File: src/rtl/rct_pkg.sv
package rct_pkg;
   localparam int unsigned REG_AW   = 5;
   localparam logic [REG_AW-1:0] A_CELLS  = 5'h00;
   localparam logic [REG_AW-1:0] A_GSTAT  = 5'h01;
   localparam logic [REG_AW-1:0] A_CSTAT  = 5'h02;
   localparam logic [REG_AW-1:0] A_SVCEN  = 5'h03;
   localparam logic [REG_AW-1:0] A_SVCCH  = 5'h04;
   localparam logic [REG_AW-1:0] A_CHBASE = 5'h10;
   localparam int unsigned CH_MAX   = 16;
endpackage

File: src/rtl/rct_wrap_counter.sv
module rct_wrap_counter #(
   parameter int unsigned W = 16
) (
   input  logic         clk,
   input  logic         rst_n,
   input  logic         inc,
   input  logic         clr,
   output logic [W-1:0] cnt,
   output logic         wrap
);
   assign wrap = inc && !clr && (cnt == {W{1'b1}});

   always_ff @(posedge clk) begin
      if (!rst_n)   cnt <= '0;
      else if (clr) cnt <= '0;
      else if (inc) cnt <= cnt + 1'b1;
   end
endmodule

File: src/rtl/rct_sticky.sv
module rct_sticky #(
   parameter int unsigned N = 1
) (
   input  logic         clk,
   input  logic         rst_n,
   input  logic [N-1:0] set,
   input  logic [N-1:0] clr,
   output logic [N-1:0] q
);
   for (genvar i = 0; i < N; i++) begin : g_bit
      always_ff @(posedge clk) begin
         if (!rst_n) q[i] <= 1'b0;
         else        q[i] <= set[i] | (q[i] & ~clr[i]);
      end
   end
endmodule

File: src/rtl/rct_chan_bank.sv
module rct_chan_bank #(
   parameter int unsigned W  = 16,
   parameter int unsigned N  = 8,
   parameter int unsigned CW = 3
) (
   input  logic          clk,
   input  logic          rst_n,
   input  logic          cell_vld,
   input  logic [CW-1:0] cell_chan,
   input  logic          sw_clr,
   input  logic [CW-1:0] sw_chan,
   input  logic [CW-1:0] rd_chan,
   output logic [W-1:0]  rd_cnt,
   output logic          wrap,
   output logic [CW-1:0] wrap_chan
);
   logic [W-1:0]  mem [N];
   logic          p_vld;
   logic [CW-1:0] p_chan;
   logic          p_ok;
   logic [W-1:0]  p_old;

   assign p_ok  = p_vld && (32'(p_chan) < N);
   assign p_old = p_ok ? mem[p_chan] : '0;
   assign wrap  = p_ok && (p_old == {W{1'b1}}) && !(sw_clr && sw_chan == p_chan);
   assign wrap_chan = p_chan;
   assign rd_cnt = (32'(rd_chan) < N) ? mem[rd_chan] : '0;

   always_ff @(posedge clk) begin
      if (!rst_n) begin
         p_vld  <= 1'b0;
         p_chan <= '0;
      end else begin
         p_vld  <= cell_vld;
         p_chan <= cell_chan;
      end
   end

   always_ff @(posedge clk) begin
      if (!rst_n) begin
         for (int i = 0; i < N; i++) mem[i] <= '0;
      end else begin
         if (p_ok) mem[p_chan] <= p_old + 1'b1;
         if (sw_clr && (32'(sw_chan) < N)) mem[sw_chan] <= '0;
      end
   end
endmodule

File: src/rtl/rx_cell_tally.sv
module rx_cell_tally
   import rct_pkg::*;
#(
   parameter int unsigned CNT_W  = 16,
   parameter int unsigned CH_N   = 8,
   parameter int unsigned DATA_W = 16,
   localparam int unsigned CW    = (CH_N > 1) ? $clog2(CH_N) : 1
) (
   input  logic              clk,
   input  logic              rst_n,
   input  logic              cell_vld,
   input  logic [CW-1:0]     cell_chan,
   input  logic              cell_drop,
   input  logic              reg_we,
   input  logic [REG_AW-1:0] reg_addr,
   input  logic [DATA_W-1:0] reg_wdata,
   output logic [DATA_W-1:0] reg_rdata,
   output logic              host_irq
);
   if (CNT_W < 2 || CNT_W > DATA_W) begin : g_bad_cnt_w
      $error("CNT_W must lie in 2..DATA_W");
   end
   if (CH_N < 1 || CH_N > CH_MAX || CH_N > DATA_W) begin : g_bad_ch_n
      $error("CH_N must lie in 1..16 and not exceed DATA_W");
   end
   if (DATA_W < 2) begin : g_bad_data_w
      $error("DATA_W must be at least 2");
   end

   logic [REG_AW-1:0] ch_off;
   logic              ch_hit;
   logic [CW-1:0]     ch_sel;
   logic              cells_clr;
   logic              gstat_wr;
   logic              cstat_wr;
   logic [CNT_W-1:0]  g_count;
   logic              g_wrap;
   logic [CNT_W-1:0]  c_rd_cnt;
   logic              c_wrap;
   logic [CW-1:0]     c_wrap_chan;
   logic [0:0]        g_stat;
   logic [CH_N-1:0]   c_stat;
   logic [CH_N-1:0]   c_set;
   logic [1:0]        en;
   logic [CW-1:0]     svc_chan;
   logic              unused_drop;

   assign unused_drop = cell_drop;
   assign ch_off    = reg_addr - A_CHBASE;
   assign ch_hit    = (reg_addr >= A_CHBASE) && (32'(ch_off) < CH_N);
   assign ch_sel    = ch_off[CW-1:0];
   assign cells_clr = reg_we && (reg_addr == A_CELLS);
   assign gstat_wr  = reg_we && (reg_addr == A_GSTAT);
   assign cstat_wr  = reg_we && (reg_addr == A_CSTAT);

   rct_wrap_counter #(.W(CNT_W)) u_gcnt (
      .clk  (clk),
      .rst_n(rst_n),
      .inc  (cell_vld),
      .clr  (cells_clr),
      .cnt  (g_count),
      .wrap (g_wrap)
   );

   rct_chan_bank #(.W(CNT_W), .N(CH_N), .CW(CW)) u_bank (
      .clk      (clk),
      .rst_n    (rst_n),
      .cell_vld (cell_vld),
      .cell_chan(cell_chan),
      .sw_clr   (reg_we && ch_hit),
      .sw_chan  (ch_sel),
      .rd_chan  (ch_sel),
      .rd_cnt   (c_rd_cnt),
      .wrap     (c_wrap),
      .wrap_chan(c_wrap_chan)
   );

   rct_sticky #(.N(1)) u_gstat (
      .clk  (clk),
      .rst_n(rst_n),
      .set  (g_wrap),
      .clr  (gstat_wr & reg_wdata[0]),
      .q    (g_stat)
   );

   always_comb begin
      c_set = '0;
      if (c_wrap) c_set[c_wrap_chan] = 1'b1;
   end

   rct_sticky #(.N(CH_N)) u_cstat (
      .clk  (clk),
      .rst_n(rst_n),
      .set  (c_set),
      .clr  ({CH_N{cstat_wr}} & reg_wdata[CH_N-1:0]),
      .q    (c_stat)
   );

   always_ff @(posedge clk) begin
      if (!rst_n) begin
         en       <= '0;
         svc_chan <= '0;
      end else begin
         if (reg_we && reg_addr == A_SVCEN) en <= reg_wdata[1:0];
         if (c_wrap && c_stat == '0) svc_chan <= c_wrap_chan;
      end
   end

   assign host_irq = (g_stat[0] & en[0]) | ((|c_stat) & en[1]);

   always_comb begin
      reg_rdata = '0;
      if (ch_hit) reg_rdata = DATA_W'(c_rd_cnt);
      else begin
         case (reg_addr)
            A_CELLS: reg_rdata = DATA_W'(g_count);
            A_GSTAT: reg_rdata = DATA_W'(g_stat);
            A_CSTAT: reg_rdata = DATA_W'(c_stat);
            A_SVCEN: reg_rdata = DATA_W'(en);
            A_SVCCH: reg_rdata = DATA_W'(svc_chan);
            default: reg_rdata = '0;
         endcase
      end
   end
endmodule

File: config.mk
export PLATFORM = sky130hd
export DESIGN_NAME = rx_cell_tally
export DESIGN_NICKNAME = d
export VERILOG_FILES = /design/src/rtl/rct_pkg.sv /design/src/rtl/rct_wrap_counter.sv /design/src/rtl/rct_sticky.sv /design/src/rtl/rct_chan_bank.sv /design/src/rtl/rx_cell_tally.sv
export SDC_FILE = /design/constraint.sdc
export NUM_CORES = 1
export LEC_CHECK = 0
export ABC_AREA = 1
export BUFFER_PORTS_ARGS = -buffer_cell sky130_fd_sc_hd__buf_2
export CORE_ASPECT_RATIO = 2
export CORE_UTILIZATION = 40
export CTS_BUF_LIST = sky130_fd_sc_hd__clkbuf_4 sky130_fd_sc_hd__clkbuf_8
export DETAILED_ROUTE_END_ITERATION = 7
export GPL_ROUTABILITY_DRIVEN = 0
export HOLD_SLACK_MARGIN = 0.05
export PLACE_DENSITY = 0.62
export SLEW_MARGIN = 20
export SYNTH_ARGS = -nofsm -noshare
export SYNTH_HDL_FRONTEND = slang
export SYNTH_SLANG_ARGS = --single-unit
File: constraint.sdc
create_clock -name clk -period 2.68 [get_ports clk]
set_input_delay 0.134 -clock clk [delete_from_list [all_inputs] [get_ports clk]]
set_output_delay 0.134 -clock clk [all_outputs]
set_load 0.005 [all_outputs]
# Yosys cells after proc, flatten, opt, wreduce, memory -nomap -nowiden
# Memory sizes are Yosys's and may differ from the RTL's. A register that Yosys moved wholly into a read port is not among the register bits.
# Index checks and enable logic that the tools add are counted.
classes:
  addsub: 3
  order_cmp: 4
  eq_ne: 7
  muxes: 20
  bitwise_logic: 33
  reduce_logical: 21
ops:
  columns: ["cell", "n"]
  rows:
  - ["$pmux W16 S5", 1]
  - ["$mux W16", 4]
  - ["$add A16 B1 Y16 const B", 2]
  - ["$eq A16 B16 Y1 const B", 2]
  - ["$reduce_or A16 Y1", 2]
  - ["$logic_and A1 B1 Y1", 13]
  - ["$and A1 B1 Y1", 12]
  - ["$eq A5 B2 Y1 const B", 2]
  - ["$mux W1", 10]
  - ["$not A1 Y1", 10]
  - ["$or A1 B1 Y1", 10]
  - ["$mux W3", 3]
  - ["$and A8 B8 Y8", 1]
  - ["$logic_not A8 Y1", 1]
  - ["$mux W8", 1]
  - ["$reduce_or A8 Y1", 1]
  - ["$eq A5 B1 Y1 const B", 1]
  - ["$eq A5 B3 Y1 const B", 1]
  - ["$ge A5 B5 Y1 const B", 1]
  - ["$logic_not A5 Y1", 1]
  - ["$lt A5 B4 Y1 const B", 1]
  - ["$sub A5 B5 Y5 const B", 1]
  - ["$lt A3 B4 Y1 const B", 1]
  - ["$demux W1 S3", 1]
  - ["4 further kinds", 5]
totals:
  regBits: 34
  ramBits: 128
  in_bits: 29
  output_inout_bits: 17
  wordCells: 103
  n_memories: 1
mem_list:
  columns: ["memory", "depth", "width", "read_ports", "rd_ports_with_merged_regs", "wr", "line_no", "source"]
  rows:
  - ["u_bank.mem", 8, 16, 2, 1, 8, "rct_chan_bank.sv:17", "logic [W-1:0] mem [N];"]

# Logic depth before layout (Yosys ltp)
# Gate-level depths: netlist of the first run.
depth:
  depth_word: 9
  ltp_mapped: 19
  depth_no_buf: 17

# Cells and area by module
# From an unflattened synthesis of the first run, not the netlist that was laid out.
hier_totals:
  cells_unflattened: 1604
  area_unflattened_um2: 9796.9
by_module_without_submodules:
  columns: ["mod", "n_inst", "cells_each", "area_per_inst_um2", "seq_area_each_um2"]
  rows:
  - ["rct_chan_bank", 1, 1290, 7832.5, 2642.5]
  - ["rct_wrap_counter", 1, 120, 814.5, 320.3]
  - ["rx_cell_tally", 1, 147, 812.0, 100.1]
  - ["rct_sticky (u_cstat)", 1, 41, 294.0, 160.2]
  - ["rct_sticky (u_gstat)", 1, 6, 43.8, 20.0]

# Least setup slack after synthesis of the first run
# Ideal clock, no wire load.
synth_timing:
  path_type: "flip-flop to flip-flop"
  from: "register u_bank.p_vld (netlist: u_bank.p_ok)"
  to: "register svc_chan[0]"
  setup_ns: 0.132
  arrival_time_ns: 2.235
  t_required_ns: 2.548
  setup_slack_ns: 0.313
  path_stages_with_launch: 14
  path_buffers: 3
  synth_period_minus_slack_ns: 2.367
  cell_sequence: "dfxtp_1 -> buf_2 -> buf_2 -> clkbuf_1 -> nand2_1 -> inv_1 -> ha_1 -> nand3_4 -> nor2_8 -> nand2_4 -> nor2_1 -> nand3_1 -> nand2_1 -> a21oi_1"
synth_between:
  elab_chain_len: 5
synth_rtl:
  columns: ["item", "line_no", "source"]
  rows:
  - ["start, declared", "rct_chan_bank.sv:18", "logic p_vld;"]
  - ["start signal, assigned", "rct_chan_bank.sv:34", "p_vld <= cell_vld;"]
  - ["$mux W16", "rct_chan_bank.sv:24", "assign p_old = p_ok ? mem[p_chan] : '0;"]
  - ["$eq A16 B16 Y1", "rct_chan_bank.sv:25", "assign wrap = p_ok && (p_old == {W{1'b1}}) && !(sw_clr && sw_chan == p_chan);"]
  - ["$logic_and A1 B1 Y1 * (2 in a row)", "rct_chan_bank.sv:25", null]
  - ["$logic_and A1 B1 Y1 *", "rx_cell_tally.sv:105", "if (c_wrap && c_stat == '0) svc_chan <= c_wrap_chan;"]
  - ["end signal, assigned", "rx_cell_tally.sv:105", null]
  - ["end, declared", "rx_cell_tally.sv:45", "logic [CW-1:0] svc_chan;"]
# Mark *: on every way between the ends. The rest lies on a longest branch, timed or not.
# A chain may end at the register's enable or synchronous reset.

==> impl_metrics.json, run 1 <==
{
  "drv_cap": 0,
  "grt_pass1_vias": 9779,
  "worstMarginPinSlew_ps": 883.1,
  "rows": 78,
  "drive_gt1_share_pct": 12.82,
  "cts_buffers": 17,
  "dr.pass1.iters": 5,
  "r2r_end": "u_bank.mem[7][13]$_SDFFE_PP0P_",
  "drt_iter0_drc": 1117,
  "fin_skew_ps": 13.64,
  "start_util_pct": 40.67,
  "dp_hpwl_mm": 24.85,
  "mostFrequentLayoutCells": "nand2_1, dfxtp_1, a21oi_1",
  "drt-total-wl_mm": 37.17,
  "power.density_nw_per_um2": 461.2,
  "syn_area_um2": 9209,
  "critPathMostFrequentCell": "nand2_1",
  "rsz0062_at_grt": "true",
  "core_area_um2": 22640,
  "crit_path_top_delay_cell": "dfxtp_1",
  "cp_data_required_time_ps": 3120,
  "power_mw": 4.904,
  "worstPathArrival_ps": 2970,
  "synthCells": 1449,
  "final_hold_viol_count": 0,
  "crit_path_end": "u_bank.mem[7][13]$_SDFFE_PP0P_",
  "ios": 46,
  "cts.sinks": 162,
  "r2r_start": "u_bank.wrap_chan[1]$_SDFF_PN0_",
  "crit_fanout": 17,
  "setup_ws_ps": 156.2,
  "fin_crit_ps": 2524,
  "grt_pass1_wl_mm": 55.54,
  "synth_seq_cells": 162,
  "slew_viol_final": 0,
  "vias_per_cell": 5.768,
  "critPathMaxStageDelay_ps": 470,
  "path_buf_inv": 2,
  "cp-end-kind": "flip-flop",
  "setup_viol_count_final": 0,
  "dp.cells": 1764,
  "synth_cell_types": 49,
  "grt_max_degree": 27,
  "worstSetupStartpoint": "u_bank.wrap_chan[1]$_SDFF_PN0_",
  "relSlewSlack_pct": 40.91,
  "tns_ps": 0,
  "synth_nets": 1480,
  "drc_errors": 0,
  "worst-path-stages": 13,
  "fin_cells": 1817,
  "num_vias": 10481,
  "setup.worst_path.class": "flip-flop to flip-flop",
  "yosys_warnings": 0,
  "antenna_left": 0,
  "dpl_cell_area_um2": 9976,
  "place_ws_ps": 49.48,
  "antenna_found_initial": 0,
  "cts_tree": "built",
  "ys_seq_area_share_pct": 35.22,
  "syn_to_final_growth_pct": 15.45,
  "syn_area_per_cell_um2": 6.355,
  "async_reset_ff_share_pct": 0,
  "grt_usage_pct": 32.11,
  "clock.fmax_mhz": 396.2,
  "routedWlPerCell_um": 20.46,
  "gr-total-overflow": 0,
  "crit_chain": "buf_6, nand2_1, nand3b_1, nand2_1, nor2_1, nor2_4, nand3_2, nor3_2, buf_4, nand3_1, nand2_2, nand2_1, a21oi_1",
  "nNetsFinal": 1555,
  "io_buffers": 36,
  "clock_latency_ps": 510,
  "critical-path-top-delay-family": "simple AND/OR/NAND/NOR gates",
  "die_y_um": 216.6,
  "r2r_slack_ps": 160,
  "diodes": 0,
  "r2r.worst_path.cells": 13,
  "clock-root-buffer": "clkbuf_8",
  "whs_ps": 92.25,
  "final_core_util_pct": 46.96,
  "ir_worst_vdd_v": 0.0003494,
  "ys.flop_type": "dfxtp_1",
  "leakage_nw": 4.281,
  "clockBufferDepth": 2,
  "clkTransAtPathRegs_ps": 100,
  "start_kind": "flip-flop",
  "timing.final.crit_share_pct": 94.17,
  "synth_enable_flop_cells": 0,
  "fp.dieArea_um2": 23670,
  "fin_area_um2": 10630,
  "layout_commonest_cell": "nand2_1",
  "status": "completed",
  "hp-class": "input pin to flip-flop",
  "htreeDepth": 4,
  "die_w_um": 109.3
}
cell usage after synthesis (3+ instances only):
cell	count	share of area, %
o22ai_1	4	0.27
nand4_1	19	1.3
a221oi_1	7	0.67
nand3_2	4	0.43
buf_8	3	0.49
o2111ai_1	5	0.48
nand2_2	7	0.48
nand2_1	592	24
inv_1	92	3.7
o21ai_0	22	1.2
a21oi_1	160	8.7
or2_2	7	0.48
buf_4	4	0.33
dfxtp_1	162	35
nand3_1	138	7.5
buf_6	9	1.1
clkbuf_1	39	1.6
a22oi_1	41	3.3
xor2_1	3	0.29
nor3_1	14	0.76
nor2_1	53	2.2
o221ai_1	7	0.67
xnor2_1	3	0.29
buf_1	10	0.41
buf_2	10	0.54
o21ai_1	3	0.16
sequential cells by signal, summed over array words and instances (netlist names):
| name | cells |
|---|---|
| u_bank.wrap_chan | 3 |
| u_cstat.q | 8 |
| en | 2 |
| u_gstat.q | 1 |
| u_gcnt.cnt | 16 |
| u_bank.mem | 128 |
| u_bank.p_ok | 1 |
| svc_chan | 3 |
worst reg2reg max path, cell delays in order (launching register included):
cell and delay (ps):
dfxtp_1 470, buf_6 240, nand2_1 110, nand3b_1 180, nand2_1 60, nor2_1 80, nor2_4 150, nand3_2 220
nor3_2 230, buf_4 170, nand3_1 90, nand2_2 230, nand2_1 90, a21oi_1 120
per-layer routing:
layer	up-vias	wire, µm	GRT usage, %
met5	-	0	0
met4	0	2907	24.76
met3	171	2565	6.496
met2	512	18350	54.03
met1	4867	13350	34.27
li1	4931	-	-
worst min path at each step:
stage,endpoint,cells after the start,startpoint
finish,en[1]$_SDFFE_PN0P_,3,reg_we
global route,en[1]$_SDFFE_PN0P_,3,reg_we
CTS,en[1]$_SDFFE_PN0P_,3,reg_we
floorplan,u_bank.p_ok$_SDFF_PN0_,2,cell_vld
global placement,u_bank.wrap_chan[1]$_SDFF_PN0_,3,cell_chan[1]
detailed placement,u_bank.wrap_chan[1]$_SDFF_PN0_,3,cell_chan[1]
where the power goes:
part	internal [mW]	switching (mW)	leakage (nW)	total [mW]
sequential	2.41	0.0105	1.31	2.42
combinational	0.124	0.329	2.76	0.453
clock	0.950	1.08	0.216	2.03
cell type report:
cell class / count / area (µm²)
clock buffers: 17 / 234.0
clock inverters: 15 / 191.4
fillers: 2376 / 12010
inverters: 96 / 372.9
multi-input cells: 1116 / 5243
flip-flops and latches: 162 / 3247
well taps: 280 / 350.3
repair buffers: 131 / 993.5
what timing repair did:
| item | in CTS | in global routing |
|---|---|---|
| resized for setup | 0 | 10 |
| buffers inserted | 0 | 4 |
| hold buffers | 17 | 0 |
| hold endpoints to repair | 17 | 0 |
| endpoints found under the setup margin | 0 | 91 |
kinds of logic after synthesis:
family,count (synthesis),synth area share (%)
and+or+nand+nor,848,38.94
AOI/OAI and AO/OA,260,16.55
buffers and inverters,171,8.451
DFF,162,35.22
xor gates and xnor gates,6,0.5708
adders and majority gates,2,0.2717
Power figures use the tool's default switching activity.
==> run 2: changes to the inputs <==
==> constraint.sdc (replaced) <==
create_clock -name clk -period 2.68 [get_ports clk]
set_input_delay 0.536 -clock clk [delete_from_list [all_inputs] [get_ports clk]]
set_output_delay 0.536 -clock clk [all_outputs]
set_load 0.005 [all_outputs]
==> run 2 against run 1 <==
Compared with the run above:
- die area unchanged
- largest power group unchanged
- critical endpoint is now reg_rdata[0]
- maximum frequency fell by 2.0%
- clock skew is 1.2 ps higher
- critical path type is now input pin to output port
==> impl_metrics.json, run 2 (same netlist as run 1, synthesis figures left out) <==
{
  "rows": 78,
  "final_hold_viol_count": 0,
  "cts_tree": "built",
  "timing.final.crit_share_pct": 96.08,
  "gr-total-overflow": 0,
  "routedWlPerCell_um": 19.96,
  "status": "completed",
  "ir_worst_vdd_v": 0.0003717,
  "fp.dieArea_um2": 23670,
  "antenna_left": 0,
  "whs_ps": 226.7,
  "fin_skew_ps": 14.79,
  "clockBufferDepth": 2,
  "setup_ws_ps": 105.1,
  "crit_path_top_delay_cell": "o211ai_1",
  "nNetsFinal": 1538,
  "num_vias": 10363,
  "crit_fanout": 5,
  "dr.pass1.iters": 6,
  "die_y_um": 216.6,
  "grt_pass1_vias": 10113,
  "setup.worst_path.class": "input pin to output port",
  "dp_hpwl_mm": 25.35,
  "slew_viol_final": 0,
  "grt_pass1_wl_mm": 55.36,
  "mostFrequentLayoutCells": "nand2_1, a21oi_1, dfxtp_1",
  "rsz0062_at_grt": "true",
  "fin_crit_ps": 2575,
  "die_w_um": 109.3,
  "grt_max_degree": 27,
  "largestRegisters": "u_bank.mem (128), u_gcnt.cnt (16), u_cstat.q (8)",
  "clock-root-buffer": "clkbuf_8",
  "vias_per_cell": 5.760,
  "final_core_util_pct": 46.25,
  "setup_viol_count_final": 0,
  "start_kind": "input pin",
  "power_mw": 4.613,
  "largest_register": "u_bank.mem",
  "power.density_nw_per_um2": 440.5,
  "critPathMaxStageDelay_ps": 400,
  "cts_buffers": 17,
  "crit_chain": "buf_2, nor2_2, buf_4, buf_4, nand2_1, nand4_1, o211ai_1, o2111ai_1, buf_2",
  "drv_cap": 0,
  "clkTransAtPathRegs_ps": 80,
  "layout_commonest_cell": "nand2_1",
  "drive_gt1_share_pct": 12.84,
  "cp-end-kind": "output port",
  "antenna_found_initial": 0,
  "cp_data_required_time_ps": 2140,
  "drt-total-wl_mm": 35.90,
  "r2r_slack_ps": 170,
  "syn_to_final_growth_pct": 13.72,
  "grt_usage_pct": 31.56,
  "clock.fmax_mhz": 388.4,
  "worstPathArrival_ps": 2040,
  "cts-hold-fix-buffers": 0,
  "diodes": 0,
  "ios": 46,
  "htreeDepth": 4,
  "hp-class": "input pin to flip-flop",
  "start_util_pct": 40.67,
  "relSlewSlack_pct": 51.58,
  "core_area_um2": 22640,
  "worstMarginPinSlew_ps": 725.5,
  "io_buffers": 36,
  "drc_errors": 0,
  "clock_latency_ps": 490,
  "largest_reg_flops": 128,
  "cts.sinks": 162,
  "leakage_nw": 4.218,
  "place_ws_ps": 61.24,
  "drt_iter0_drc": 874
}
run 2: cell types whose count changed in the layout (fill, tap and decap cells not counted), sizes merged:
cell         before  now
inv             103   96
dlygate4sd3      17    0
bufinv            3    1
clkinv            4    8
clkbuf           17   21
run 2: power breakdown:
| part | total (mW) | leakage, nW | internal (mW) | switching [mW] |
|---|---|---|---|---|
| registers | 2.43 | 1.31 | 2.41 | 0.0115 |
| clock network | 1.75 | 0.192 | 0.792 | 0.958 |
| logic | 0.438 | 2.72 | 0.122 | 0.316 |
run 2: per-stage QoR:
| stage | area, µm² | instances | setup TNS, ps |
|---|---|---|---|
| CTS | 10410 | 1798 | 0 |
| global route | 10470 | 1799 | -214.0 |
| floorplan | 9209 | 1449 | 0 |
| detailed placement | 10050 | 1767 | 0 |
| global placement | 10050 | 1767 | 0 |
| finish | 10470 | 1799 | 0 |
run 2: worst paths after layout:
check             cells after the start                      startpoint                        endpoint
hold / removal                        3                    cell_chan[1]  u_bank.wrap_chan[1]$_SDFF_PN0_
setup reg to reg                     16  u_bank.wrap_chan[0]$_SDFF_PN0_        svc_chan[1]$_SDFFE_PN0P_
hold reg to reg                       2     u_gcnt.cnt[14]$_SDFFE_PP0P_     u_gcnt.cnt[14]$_SDFFE_PP0P_
setup / recovery                      9                     reg_addr[0]                    reg_rdata[0]
run 2: area by class of cell:
type | instances | area, µm²
Clock inverter | 10 | 85.08
Timing Repair Buffer | 114 | 889.6
Fill cell | 2405 | 12170
Inverter | 96 | 367.9
Tap cell | 280 | 350.3
Multi-Input combinational cell | 1116 | 5258
Clock buffer | 21 | 276.5
Sequential cell | 162 | 3246
run 2: layer usage:
layer  global-route usage, %  vias to the layer above  share of wire, %
met5                       0                        -                 0
met4                   25.60                        0               8.0
met3                   8.602                      190               8.0
met2                   53.82                      508                50
met1                   31.14                     4773                34
li1                        -                     4892                 -
run 2: repair_timing:
action / 4_1_cts / 5_1_grt
gates resized for setup: 0 / 14
buffers inserted: 0 / 1
endpoints found under the setup margin: 0 / 66
run 2: critical path, delay by kind of cell:
kind / cells / cell delay, ps
buf+inv: 4 / 640
simple gates: 3 / 230
compound gates: 2 / 620
==> run 3: changes to the inputs <==
--- a/config.mk
+++ b/config.mk
@@ -6,14 +6,14 @@
 export NUM_CORES = 1
 export LEC_CHECK = 0
 export ABC_AREA = 1
-export BUFFER_PORTS_ARGS = -buffer_cell sky130_fd_sc_hd__buf_2
 export CORE_ASPECT_RATIO = 2
 export CORE_UTILIZATION = 40
 export CTS_BUF_LIST = sky130_fd_sc_hd__clkbuf_4 sky130_fd_sc_hd__clkbuf_8
 export DETAILED_ROUTE_END_ITERATION = 7
+export DONT_BUFFER_PORTS = 1
 export GPL_ROUTABILITY_DRIVEN = 0
 export HOLD_SLACK_MARGIN = 0.05
-export PLACE_DENSITY = 0.62
+export PLACE_DENSITY = 0.53
 export SLEW_MARGIN = 20
 export SYNTH_ARGS = -nofsm -noshare
 export SYNTH_HDL_FRONTEND = slang
==> constraint.sdc (replaced) <==
create_clock -name clk -period 2.7 [get_ports clk]
set_input_delay 0.54 -clock clk [delete_from_list [all_inputs] [get_ports clk]]
set_output_delay 0.54 -clock clk [all_outputs]
set_load 0.005 [all_outputs]
==> run 3 against run 2 <==
Compared with the run above:
- non-clock buffer count shrank 19
- worst setup slack lost 9.2 ps
- register-to-register slack barely moved
- largest power group unchanged
==> impl_metrics.json, run 3 (same netlist as run 1, synthesis figures left out) <==
{
  "clock_latency_ps": 510,
  "crit_path_top_delay_cell": "o211ai_1",
  "cts_tree": "built",
  "dp_hpwl_mm": 27.45,
  "worstMarginPinSlew_ps": 775.0,
  "drt-total-wl_mm": 39.56,
  "cp-end-kind": "output port",
  "grt_pass1_vias": 9636,
  "power.density_nw_per_um2": 459.0,
  "htreeDepth": 4,
  "crit_chain": "inv_1, nand2_1, inv_1, buf_4, nand2_1, nand4_1, o211ai_1, o2111ai_1",
  "ios": 46,
  "drt_iter0_drc": 908,
  "crit_fanout": 12,
  "drive_gt1_share_pct": 12.20,
  "clockBufferDepth": 2,
  "cts_buffers": 17,
  "power_mw": 4.840,
  "mostFrequentLayoutCells": "nand2_1, dfxtp_1, a21oi_1",
  "timing.final.crit_share_pct": 96.45,
  "io_buffers": 0,
  "tns_ps": 0,
  "antenna_left": 0,
  "setup_viol_count_final": 0,
  "dp.cells": 1744,
  "grt_max_degree": 34,
  "fin_area_um2": 10540,
  "vias_per_cell": 5.702,
  "ir_worst_vdd_v": 0.0002856,
  "gr-total-overflow": 0,
  "cts.sinks": 162,
  "setup.worst_path.class": "input pin to output port",
  "final_hold_viol_count": 0,
  "clkTransAtPathRegs_ps": 80,
  "hp-class": "input pin to flip-flop",
  "grt_pass1_wl_mm": 57.89,
  "die_w_um": 109.3,
  "fp.dieArea_um2": 23670,
  "relSlewSlack_pct": 48.28,
  "fin_crit_ps": 2604,
  "setup_ws_ps": 95.92,
  "clock-root-buffer": "clkbuf_8",
  "cp_data_required_time_ps": 2160,
  "cts-hold-fix-buffers": 0,
  "num_vias": 10149,
  "diodes": 0,
  "rows": 78,
  "grt_usage_pct": 34.26,
  "dpl_cell_area_um2": 10020,
  "core_area_um2": 22640,
  "drv_cap": 0,
  "clock.fmax_mhz": 384.0,
  "largest_reg_flops": 128,
  "dr.pass1.iters": 6,
  "syn_to_final_growth_pct": 14.50,
  "layout_commonest_cell": "nand2_1",
  "worstPathArrival_ps": 2060,
  "critPathMaxStageDelay_ps": 340,
  "leakage_nw": 4.150,
  "start_util_pct": 40.67,
  "start_kind": "input pin",
  "largest_register": "u_bank.mem",
  "status": "completed",
  "slew_viol_final": 0,
  "layout.area.seq_um2": 3248,
  "rsz0062_at_grt": "true",
  "fin_skew_ps": 17.60,
  "nNetsFinal": 1519,
  "place_ws_ps": 5.943,
  "drc_errors": 0,
  "fin_cells": 1780,
  "die_y_um": 216.6,
  "fillers": 2458,
  "antenna_found_initial": 0,
  "multiInputGateArea_um2": 5271,
  "routedWlPerCell_um": 22.23,
  "largestRegisters": "u_bank.mem (128), u_gcnt.cnt (16), u_cstat.q (8)"
}
## run 3: cell types whose count changed in the layout (fill, tap and decap cells not counted), sizes merged
cell      delta
buf         -19
bufinv       +3
clkinv       -3
clkinvlp     +1
inv          -1
## run 3: path summary, 6_finish.rpt
path                            depth (start not counted)                      startpoint  slack (ps)                              to
worst min-delay path                                    2                    cell_chan[1]         130  u_bank.wrap_chan[1]$_SDFF_PN0_
worst min register to register                          2         u_cstat.q[4]$_SDFF_PN0_         470         u_cstat.q[4]$_SDFF_PN0_
worst max-delay path                                    8                     reg_addr[1]         100                    reg_rdata[0]
worst max register to register                         14  u_bank.wrap_chan[1]$_SDFF_PN0_         160         u_cstat.q[6]$_SDFF_PN0_
## run 3: layer usage
metal | track usage, % | part of all wire, %
met1 | 34.77 | 34
met2 | 58.66 | 50
met3 | 6.105 | 6.3
met4 | 29.73 | 9.2
met5 | 0 | 0
## run 3: power breakdown
| group | internal, mW | total (mW) | switching, mW |
|---|---|---|---|
| clock | 1.05 | 2.02 | 0.968 |
| sequential | 2.40 | 2.41 | 0.0100 |
| combinational | 0.109 | 0.413 | 0.304 |
## run 3: final cells by class
class | instances | share of cell area [%]
clock inverter | 10 | 1.483
clock buffer | 21 | 2.563
timing repair buffer | 95 | 8.307
sequential | 162 | 30.81
tap | 280 | 3.323
multi-input combinational | 1116 | 49.99
inverter | 96 | 3.524
## run 3: through the flow
step,utilization [%],hold slack (ps)
floorplan,-,439.7
global placement,44.24,446.9
CTS,46.14,99.13
detailed placement,44.24,454.4
finish,46.57,134.3
global route,46.57,145.4
## run 3: repair_timing
item / CTS / global route
resized for setup: 1 / 13
buffers inserted: 0 / 5
pin swaps: 0 / 3
setup endpoints to repair: 3 / 45
## run 3: critical path: cells and delay by family
family | cells | cell delay, ps
buffers and inverters | 3 | 550
and+or+nand+nor | 3 | 450
AOI/OAI and AO/OA | 2 | 520
